==> src/rtl/wstore_pkg.sv <==
package wstore_pkg;

   typedef enum logic {
      ORDER_BIG    = 1'b0,
      ORDER_LITTLE = 1'b1
   } byte_order_e;

   function automatic bit is_pow2(input int n);
      return (n > 0) && ((n & (n - 1)) == 0);
   endfunction

endpackage

==> src/rtl/wstore_lane_mux.sv <==
module wstore_lane_mux #(
   parameter int DATA_W = 32,
   localparam int LANES  = DATA_W / 8,
   localparam int OFFS_W = $clog2(LANES)
) (
   input  logic [DATA_W-1:0] word_in,
   input  wstore_pkg::byte_order_e order,
   output logic [DATA_W-1:0] word_out
);

   logic [OFFS_W-1:0] swap_k;
   assign swap_k = (order == wstore_pkg::ORDER_LITTLE) ? {OFFS_W{1'b1}} : {OFFS_W{1'b0}};

   // Lane k takes the byte whose index i satisfies k == (LANES-1-i) ^ swap_k.
   for (genvar gk = 0; gk < LANES; gk++) begin : g_lane
      localparam logic [OFFS_W-1:0] LANE_K = OFFS_W'(gk);
      logic [OFFS_W-1:0] src_i;
      assign src_i = ~(LANE_K ^ swap_k);
      assign word_out[8*gk +: 8] = word_in[{src_i, 3'b000} +: 8];
   end

endmodule

==> src/rtl/wstore_window.sv <==
module wstore_window #(
   parameter int ADDR_W = 32
) (
   input  logic [ADDR_W-1:0] addr,
   input  logic [ADDR_W-1:0] lo,
   input  logic [ADDR_W-1:0] hi,
   output logic              hit
);

   assign hit = (addr >= lo) && (addr <= hi);

endmodule

==> src/rtl/wstore_status.sv <==
module wstore_status (
   input  logic clk,
   input  logic rst_n,
   input  logic mis_set,
   input  logic trap_en,
   input  logic flag_clr,
   input  logic take_ack,
   output logic flag_q,
   output logic trap_q
);

   always_ff @(posedge clk or negedge rst_n) begin
      if (!rst_n) begin
         flag_q <= 1'b0;
         trap_q <= 1'b0;
      end else begin
         if (mis_set)       flag_q <= 1'b1;
         else if (flag_clr) flag_q <= 1'b0;
         if (mis_set && trap_en) trap_q <= 1'b1;
         else if (take_ack)      trap_q <= 1'b0;
      end
   end

   AST_FLAG_SET: assert property (@(posedge clk) disable iff (!rst_n)
      mis_set |=> flag_q);
   AST_FLAG_STICKY: assert property (@(posedge clk) disable iff (!rst_n)
      (flag_q && !flag_clr) |=> flag_q);
   AST_FLAG_QUIET: assert property (@(posedge clk) disable iff (!rst_n)
      (!mis_set && !flag_clr) |=> $stable(flag_q));
   AST_TRAP_SET: assert property (@(posedge clk) disable iff (!rst_n)
      (mis_set && trap_en) |=> trap_q);
   AST_TRAP_HOLD: assert property (@(posedge clk) disable iff (!rst_n)
      (trap_q && !take_ack) |=> trap_q);
   AST_TRAP_NO_SPURIOUS: assert property (@(posedge clk) disable iff (!rst_n)
      (!trap_q && !(mis_set && trap_en)) |=> !trap_q);

endmodule

==> src/rtl/wstore_unit.sv <==
module wstore_unit #(
   parameter int ADDR_W  = 32,
   parameter int DATA_W  = 32,
   parameter int GUARD_W = 32,
   localparam int LANES  = DATA_W / 8,
   localparam int OFFS_W = $clog2(LANES),
   localparam int WADR_W = ADDR_W - OFFS_W
) (
   input  logic               clk,
   input  logic               rst_n,
   input  logic               req_valid,
   input  logic [GUARD_W-1:0] req_guard,
   input  logic [ADDR_W-1:0]  req_addr,
   input  logic [DATA_W-1:0]  req_data,
   input  logic               little_en,
   input  logic               trap_en,
   input  logic               status_clr,
   input  logic               jump_ack,
   input  logic [ADDR_W-1:0]  io_base,
   input  logic [ADDR_W-1:0]  io_limit,
   output logic               mem_we,
   output logic [WADR_W-1:0]  mem_waddr,
   output logic [DATA_W-1:0]  mem_wdata,
   output logic [LANES-1:0]   mem_be,
   output logic               io_we,
   output logic [WADR_W-1:0]  io_waddr,
   output logic [DATA_W-1:0]  io_wdata,
   output logic               misalign_flag,
   output logic               trap_pending
);

   initial begin : chk_params
      if (DATA_W % 8 != 0) $error("DATA_W must be a whole number of bytes");
      if (!wstore_pkg::is_pow2(LANES) || LANES < 2) $error("byte lanes must be a power of two, at least 2");
      if (ADDR_W <= OFFS_W) $error("ADDR_W too small for the lane offset");
      if (GUARD_W < 1) $error("GUARD_W must be at least 1");
   end

   logic guard_unused;
   if (GUARD_W > 1) begin : g_guard_hi
      assign guard_unused = ^req_guard[GUARD_W-1:1];
   end else begin : g_guard_one
      assign guard_unused = 1'b0;
   end

   wstore_pkg::byte_order_e order;
   assign order = little_en ? wstore_pkg::ORDER_LITTLE : wstore_pkg::ORDER_BIG;

   logic accept, misaligned, in_window;
   logic [DATA_W-1:0] lanes_data;

   assign accept     = req_valid && req_guard[0];
   assign misaligned = |req_addr[OFFS_W-1:0];

   wstore_lane_mux #(.DATA_W(DATA_W)) u_lanes (
      .word_in  (req_data),
      .order    (order),
      .word_out (lanes_data)
   );

   wstore_window #(.ADDR_W(ADDR_W)) u_window (
      .addr (req_addr),
      .lo   (io_base),
      .hi   (io_limit),
      .hit  (in_window)
   );

   wstore_status u_status (
      .clk      (clk),
      .rst_n    (rst_n),
      .mis_set  (accept && misaligned),
      .trap_en  (trap_en),
      .flag_clr (status_clr),
      .take_ack (jump_ack),
      .flag_q   (misalign_flag),
      .trap_q   (trap_pending)
   );

   always_ff @(posedge clk or negedge rst_n) begin
      if (!rst_n) begin
         mem_we    <= 1'b0;
         mem_waddr <= '0;
         mem_wdata <= '0;
         mem_be    <= '0;
         io_we     <= 1'b0;
         io_waddr  <= '0;
         io_wdata  <= '0;
      end else begin
         mem_we <= accept && !in_window;
         io_we  <= accept && in_window;
         mem_be <= (accept && !in_window) ? {LANES{1'b1}} : {LANES{1'b0}};
         if (accept && !in_window) begin
            mem_waddr <= req_addr[ADDR_W-1:OFFS_W];
            mem_wdata <= lanes_data;
         end
         if (accept && in_window) begin
            io_waddr <= req_addr[ADDR_W-1:OFFS_W];
            io_wdata <= req_data;
         end
      end
   end

   AST_ONE_PORT: assert property (@(posedge clk) disable iff (!rst_n)
      !(mem_we && io_we));
   AST_GUARD_SILENT: assert property (@(posedge clk) disable iff (!rst_n)
      (!req_valid || !req_guard[0]) |=> (!mem_we && !io_we));
   AST_WORD_ADDR: assert property (@(posedge clk) disable iff (!rst_n)
      mem_we |-> (mem_waddr == $past(req_addr[ADDR_W-1:OFFS_W])));
   AST_IO_RAW: assert property (@(posedge clk) disable iff (!rst_n)
      io_we |-> (io_wdata == $past(req_data)));
   AST_FULL_ENABLES: assert property (@(posedge clk) disable iff (!rst_n)
      $rose(mem_we) |-> $countones(mem_be) == LANES);

endmodule

==> config.mk <==
export PLATFORM = sky130hd
export DESIGN_NAME = wstore_unit
export DESIGN_NICKNAME = d
export VERILOG_FILES = /design/src/rtl/wstore_pkg.sv /design/src/rtl/wstore_lane_mux.sv /design/src/rtl/wstore_window.sv /design/src/rtl/wstore_status.sv /design/src/rtl/wstore_unit.sv
export SDC_FILE = /design/constraint.sdc
export NUM_CORES = 1
export LEC_CHECK = 0
export ABC_AREA = 1
export ABC_CLOCK_PERIOD_IN_PS = 1000
export BUFFER_PORTS_ARGS = -buffer_cell sky130_fd_sc_hd__buf_2
export CAP_MARGIN = 25
export CORE_UTILIZATION = 49
export CTS_CLUSTER_SIZE = 40
export DETAILED_ROUTE_END_ITERATION = 10
export PLACE_DENSITY = 0.81
export SETUP_SLACK_MARGIN = 0.02
export SYNTH_ARGS = -nofsm -noshare
export SYNTH_HDL_FRONTEND = slang
export SYNTH_SLANG_ARGS = --single-unit
==> constraint.sdc <==
create_clock -name clk -period 1 [get_ports clk]
set_clock_uncertainty 0.2 [all_clocks]
set_input_delay 0.2 -clock clk [delete_from_list [all_inputs] [get_ports clk]]
set_output_delay 0.2 -clock clk [all_outputs]
set_load 0.005 [all_outputs]
Word level (Yosys, flattened, before mapping)
Index checks and enable logic that the tools add are counted.
{"block": "totals", "out_inout_bits": 132, "ff_bits": 132, "inputBits": 167, "word_cells": 38}
{"block": "classes", "n_reduce_logical": 10, "n_bitwise": 6, "magnitude_cmp": 2, "muxes": 7, "shifts": 4}
{"cell": "variable part select 32 x 6 -> 8 bit", "n": 4}
{"cell": "greater-or-equal comparator 32 bit", "n": 1}
{"cell": "less-or-equal comparator 32 bit", "n": 1}
{"cell": "inverter 2 bit", "n": 4}
{"cell": "logical AND 1 bit", "n": 6}
{"cell": "2-to-1 mux 1 bit", "n": 5}
{"cell": "2-to-1 mux 4 bit", "n": 1}
{"cell": "nonzero test 2 bit", "n": 2}
{"cell": "2-to-1 mux 2 bit", "n": 1}
{"cell": "inverter 1 bit", "n": 2}
{"cell": "OR reduction 2 bit", "n": 1}
{"cell": "logical NOT 1 bit", "n": 1}

Longest topological paths before layout
{"block": "depth", "depth_word": 5, "mapped_depth": 19, "mapped_depth_nobuf": 18}

Hierarchy
From an unflattened synthesis, not the netlist that was laid out.
{"block": "hier_totals", "cells_unflattened": 955, "area_unflattened_um2": 7589.8}
{"mod": "wstore_unit", "area_per_inst_um2": 5320.1, "instances": 1, "seq_area_each_um2": 3153.0, "cells_each": 563}
{"mod": "wstore_window", "area_per_inst_um2": 1692.9, "instances": 1, "seq_area_each_um2": 0.0, "cells_each": 278}
{"mod": "wstore_lane_mux", "area_per_inst_um2": 496.7, "instances": 1, "seq_area_each_um2": 0.0, "cells_each": 104}
{"mod": "wstore_status", "area_per_inst_um2": 80.1, "instances": 1, "seq_area_each_um2": 50.0, "cells_each": 10}

Worst setup path after synthesis
No wires, ideal clock.
{"block": "synth_timing", "kind": "input to register", "from": "input port io_base[21]", "to": "register mem_waddr[10]", "setup_time_ps": 117, "t_required_ps": 683, "path_slack_ps": -881, "cell_stages": 13, "path_buffers": 1, "arrival_ps": 1564, "cell_sequence": "inv_1 -> ha_1 -> a21oi_1 -> nor2_1 -> nor2_1 -> nand3_1 -> a21oi_1 -> nand2_2 -> nand2_4 -> nand2_4 -> buf_4 -> nand2_1 -> nand2_1"}
{"block": "synth_via", "elab_chain_len": 4}
{"item": "start: declaration", "line": "wstore_unit.sv:19", "rtl": "input logic [ADDR_W-1:0] io_base,"}
{"item": "greater-or-equal comparator 32 bit", "line": "wstore_window.sv:10", "rtl": "assign hit = (addr >= lo) && (addr <= hi);"}
{"item": "logical AND 1 bit", "line": "wstore_window.sv:10"}
{"item": "logical NOT 1 bit", "line": "wstore_unit.sv:92", "rtl": "if (accept && !in_window) begin"}
{"item": "logical AND 1 bit", "line": "wstore_unit.sv:92"}
{"item": "end signal: assignment", "line": "wstore_unit.sv:93", "rtl": "mem_waddr <= req_addr[ADDR_W-1:OFFS_W];"}
{"item": "end: declaration", "line": "wstore_unit.sv:22", "rtl": "output logic [WADR_W-1:0] mem_waddr,"}
Every way passes these cells.
A chain may end at the register's enable or synchronous reset.

Final worst setup path
{"block": "layout_timing", "from": "input port io_base[28]", "to": "register mem_waddr[22]"}
The elaborated chain is that of the path after synthesis.

==> summary.txt <==
Power
  – Sequential Power Share: 33.3%
  – P_leak: 0.00692 µW
  – Switch Pwr: 8160 µW
  – Max IR drop VDD: 1.45 mV
  – Comb pwr share: 40.4%
  – Clock Power Share: 26.3%
  – PwrDens: 1740 nW/µm²
  – P_int: 14,400 µW
  – Sw Ratio: 36.2%

STA
  – RSZ-0062 raised after global routing: true
  – Final Cycle Share: 214%
  – Final slew viol count: 0
  – Setup tns final: -161,660 ps
  – Max transition margin: 46.2%
  – Final min period: 2140 ps
  – Fin Hold WS: -124 ps
  – Fin. Hold Viols: 28
  – # setup viols final: 258
  – Worst Tran Pin Value: 798 ps
  – Fmax: 467 MHz
  – Worst setup margin: -1140 ps

Drt
  – 1st-iter DRT viols: 1,202
  – Per-cell routed wire length: 24.1 µm
  – # DRC: 0
  – Routed Wire Length: 37,800 µm
  – Drt first pass iters: 8
  – DR vias: 9,788
  – Via/cell ratio: 6.24
  – Antenna viol nets, final: 0

Worst setup path
  – Crit end category: register
  – Largest fanout on the critical path: 7
  – Worst Setup Path Type: in -> reg
  – WP data arrival: 2180 ps
  – WP data required: 1040 ps
  – Critical Path Start Type: input pin
  – Reg2Reg Depth: 3

Logic synthesis
  – Post-Syn Area: 7200 µm²
  – Ys flop type: dfrtp_1
  – Mapped Cells: 922
  – Post-synth EDFFs: 0
  – Count leader, synth: nand2_1
  – Post-synthesis sequential area ratio: 44.5%
  – Yosys reg bits: 128
  – Synth Area per Inst: 7.81 µm²
  – Post-synth top area share: 44.5%
  – Largest area contributor in the netlist: dfrtp_1
  – Synthesized Nets: 1,153
  – Synth warn: 0
  – Netlist cell types: 24
  – Most instantiated cells after synthesis: nand2_1 (331), dfrtp_1 (128), inv_1 (97)
  – Largest cells by area after synthesis: dfrtp_1 (44%), nand2_1 (17%), ha_1 (11%)
  – Async SR Flop Fraction: 100%

Clock network
  – H-tree Lvls: 4
  – Clock latency on the worst-skew pair: 420 ps
  – Clk root buf: clkbuf_16
  – Total CTS buffers: 17
  – CTS tree: done
  – Max Root-Sink Buffers: 2
  – Num Clock Sinks: 128
  – Clock slew at reported path FFs: 60 ps
  – CTS Hold Bufs: 35

Die
  – Ports: 299
  – Die W: 123 µm
  – Die footprint: 15,200 µm²
  – Core ar.: 14,100 µm²
  – FP Rows: 43
  – Initial core utilization: 51.1%
  – Die height: 123 µm

Place
  – HPWL Detailed: 17,200 µm
  – GPL Wtd Cong: 0.905
  – Buffers on Ports: 267
  – Placed cell area: 9750 µm²

Run
  – Max-Cap Viols: 0

Hold path
  – Hold Crit Class: in -> reg
  – Hold Path Depth: 3

Global route
  – First-pass GRT wire length: 41,200 µm
  – Initial antenna violation count: 8
  – Remaining global-route overflow: 0
  – Tot GR Track Use: 35.7%
  – Largest net degree at the start of global routing: 41
  – Vias in the first global route: 8,484

Final layout
  – Fill count: 491
  – Design area: 13,000 µm²
  – Area Growth Syn to Fin: 80.2%
  – Ratio of cells with drive above 1 in the final layout: 53.7%
  – Layout Nets: 1,601
  – Core Util, Final: 92.0%

Run status
  – Status: finished, violations left
  – Failing checks: hold timing, setup timing
[per-layer routing]
layer | up-vias | GRT usage [%] | routed length (µm)
met4 | 8 | 21.5 | 3440
met1 | 4554 | 39.8 | 11800
met3 | 354 | 10.4 | 5120
li1 | 3904 | - | -
met2 | 968 | 60.2 | 17300
met5 | - | 0 | 155
[cell usage in the layout, fill, tap and decap left out, drive strengths merged, types with 3 or more instances in the layout]
master,Yosys,layout
o21a,3,3
clkbuf,19,29
diode,0,6
nand3,67,67
o21ai,23,23
clkinv,0,9
ha,64,64
buf,35,439
nand2,335,336
nand4,66,66
nor2,35,35
a21oi,44,44
inv,98,98
dfrtp,128,128
dlygate4sd3,0,35
[final timing paths]
check	startpoint	end	slack, ps
setup / recovery	io_base[28]	mem_waddr[22]	-1140
hold / removal	req_addr[0]	u_status.flag_q	-120
setup reg to reg	mem_wdata[9]	mem_wdata[9]	-300
hold reg to reg	io_waddr[13]	io_waddr[13]	280
max in group asynchronous	rst_n	io_we	150
min in group asynchronous	rst_n	mem_waddr[22]	0
[final cells by class]
cell class              count  area, µm²  share of cell area (%)
diodes                      6       15.0                   0.116
clock buffers              21        450                    3.47
clock inverters            10       90.1                   0.694
inverters                  98        408                    3.14
multi-input cells         643       4840                    37.3
flip-flops and latches    128       3200                    24.7
well taps                 180        225                    1.74
repair buffers            482       3740                    28.9
[critical path: stages]
cell and delay [ps]:
buf_2 70, inv_1 130, ha_4 320, nand2_2 60, nor2_4 160, nand2_4 100, nor4_4 170, nand2_2 100
nand2_4 150, nand2_8 100, buf_12 170, clkbuf_16 160, nand3_2 80, nand2_1 200
[state kept, by name, indices dropped and copies added (netlist names)]
signal           cells
mem_be               1
u_status.flag_q      1
io_waddr            30
io_we                1
u_status.trap_q      1
mem_wdata           32
mem_waddr           30
io_wdata            32
[power groups by stage]
stage | sequential (µW) | clock, µW | combinational (µW)
4_1_cts | 7240 | 5770 | 6660
5_1_grt | 7560 | 6100 | 9690
2_1_floorplan | 7380 | 0 | 2300
6_report | 7500 | 5920 | 9120
3_5_place_dp | 7320 | 0 | 5370
3_3_place_gp | 7310 | 0 | 5170
[stage by stage]
stage	std cells	hold slack [ps]	worst slack, ps	total power, µW
after detailed placement	1393	-133	-1290	12700
after floorplan	922	-296	-828	9670
after CTS	1513	-139	-717	19700
after global routing	1565	-107	-1430	23300
final	1568	-124	-1140	22500
after global placement	1393	-130	-1230	12500
[kinds of logic after synthesis]
logic type               after synthesis  synth area share (%)
AO/OA/AOI/OAI                         73                  5.27
flip-flops                           128                  44.5
AND/OR/NAND/NOR                      505                  30.3
buffers and inverters                152                  8.86
adder cells (fa/ha/maj)               64                  11.1
[timing repair]
| item | CTS | global route |
|---|---|---|
| pin swaps | 45 | 65 |
| setup endpoints to repair | 258 | 258 |
| resized for setup | 127 | 199 |
| hold endpoints to repair | 224 | 36 |
| cloned | 1 | 10 |
| buffers inserted | 54 | 40 |
Note: power is estimated with default switching activity, not from simulation.
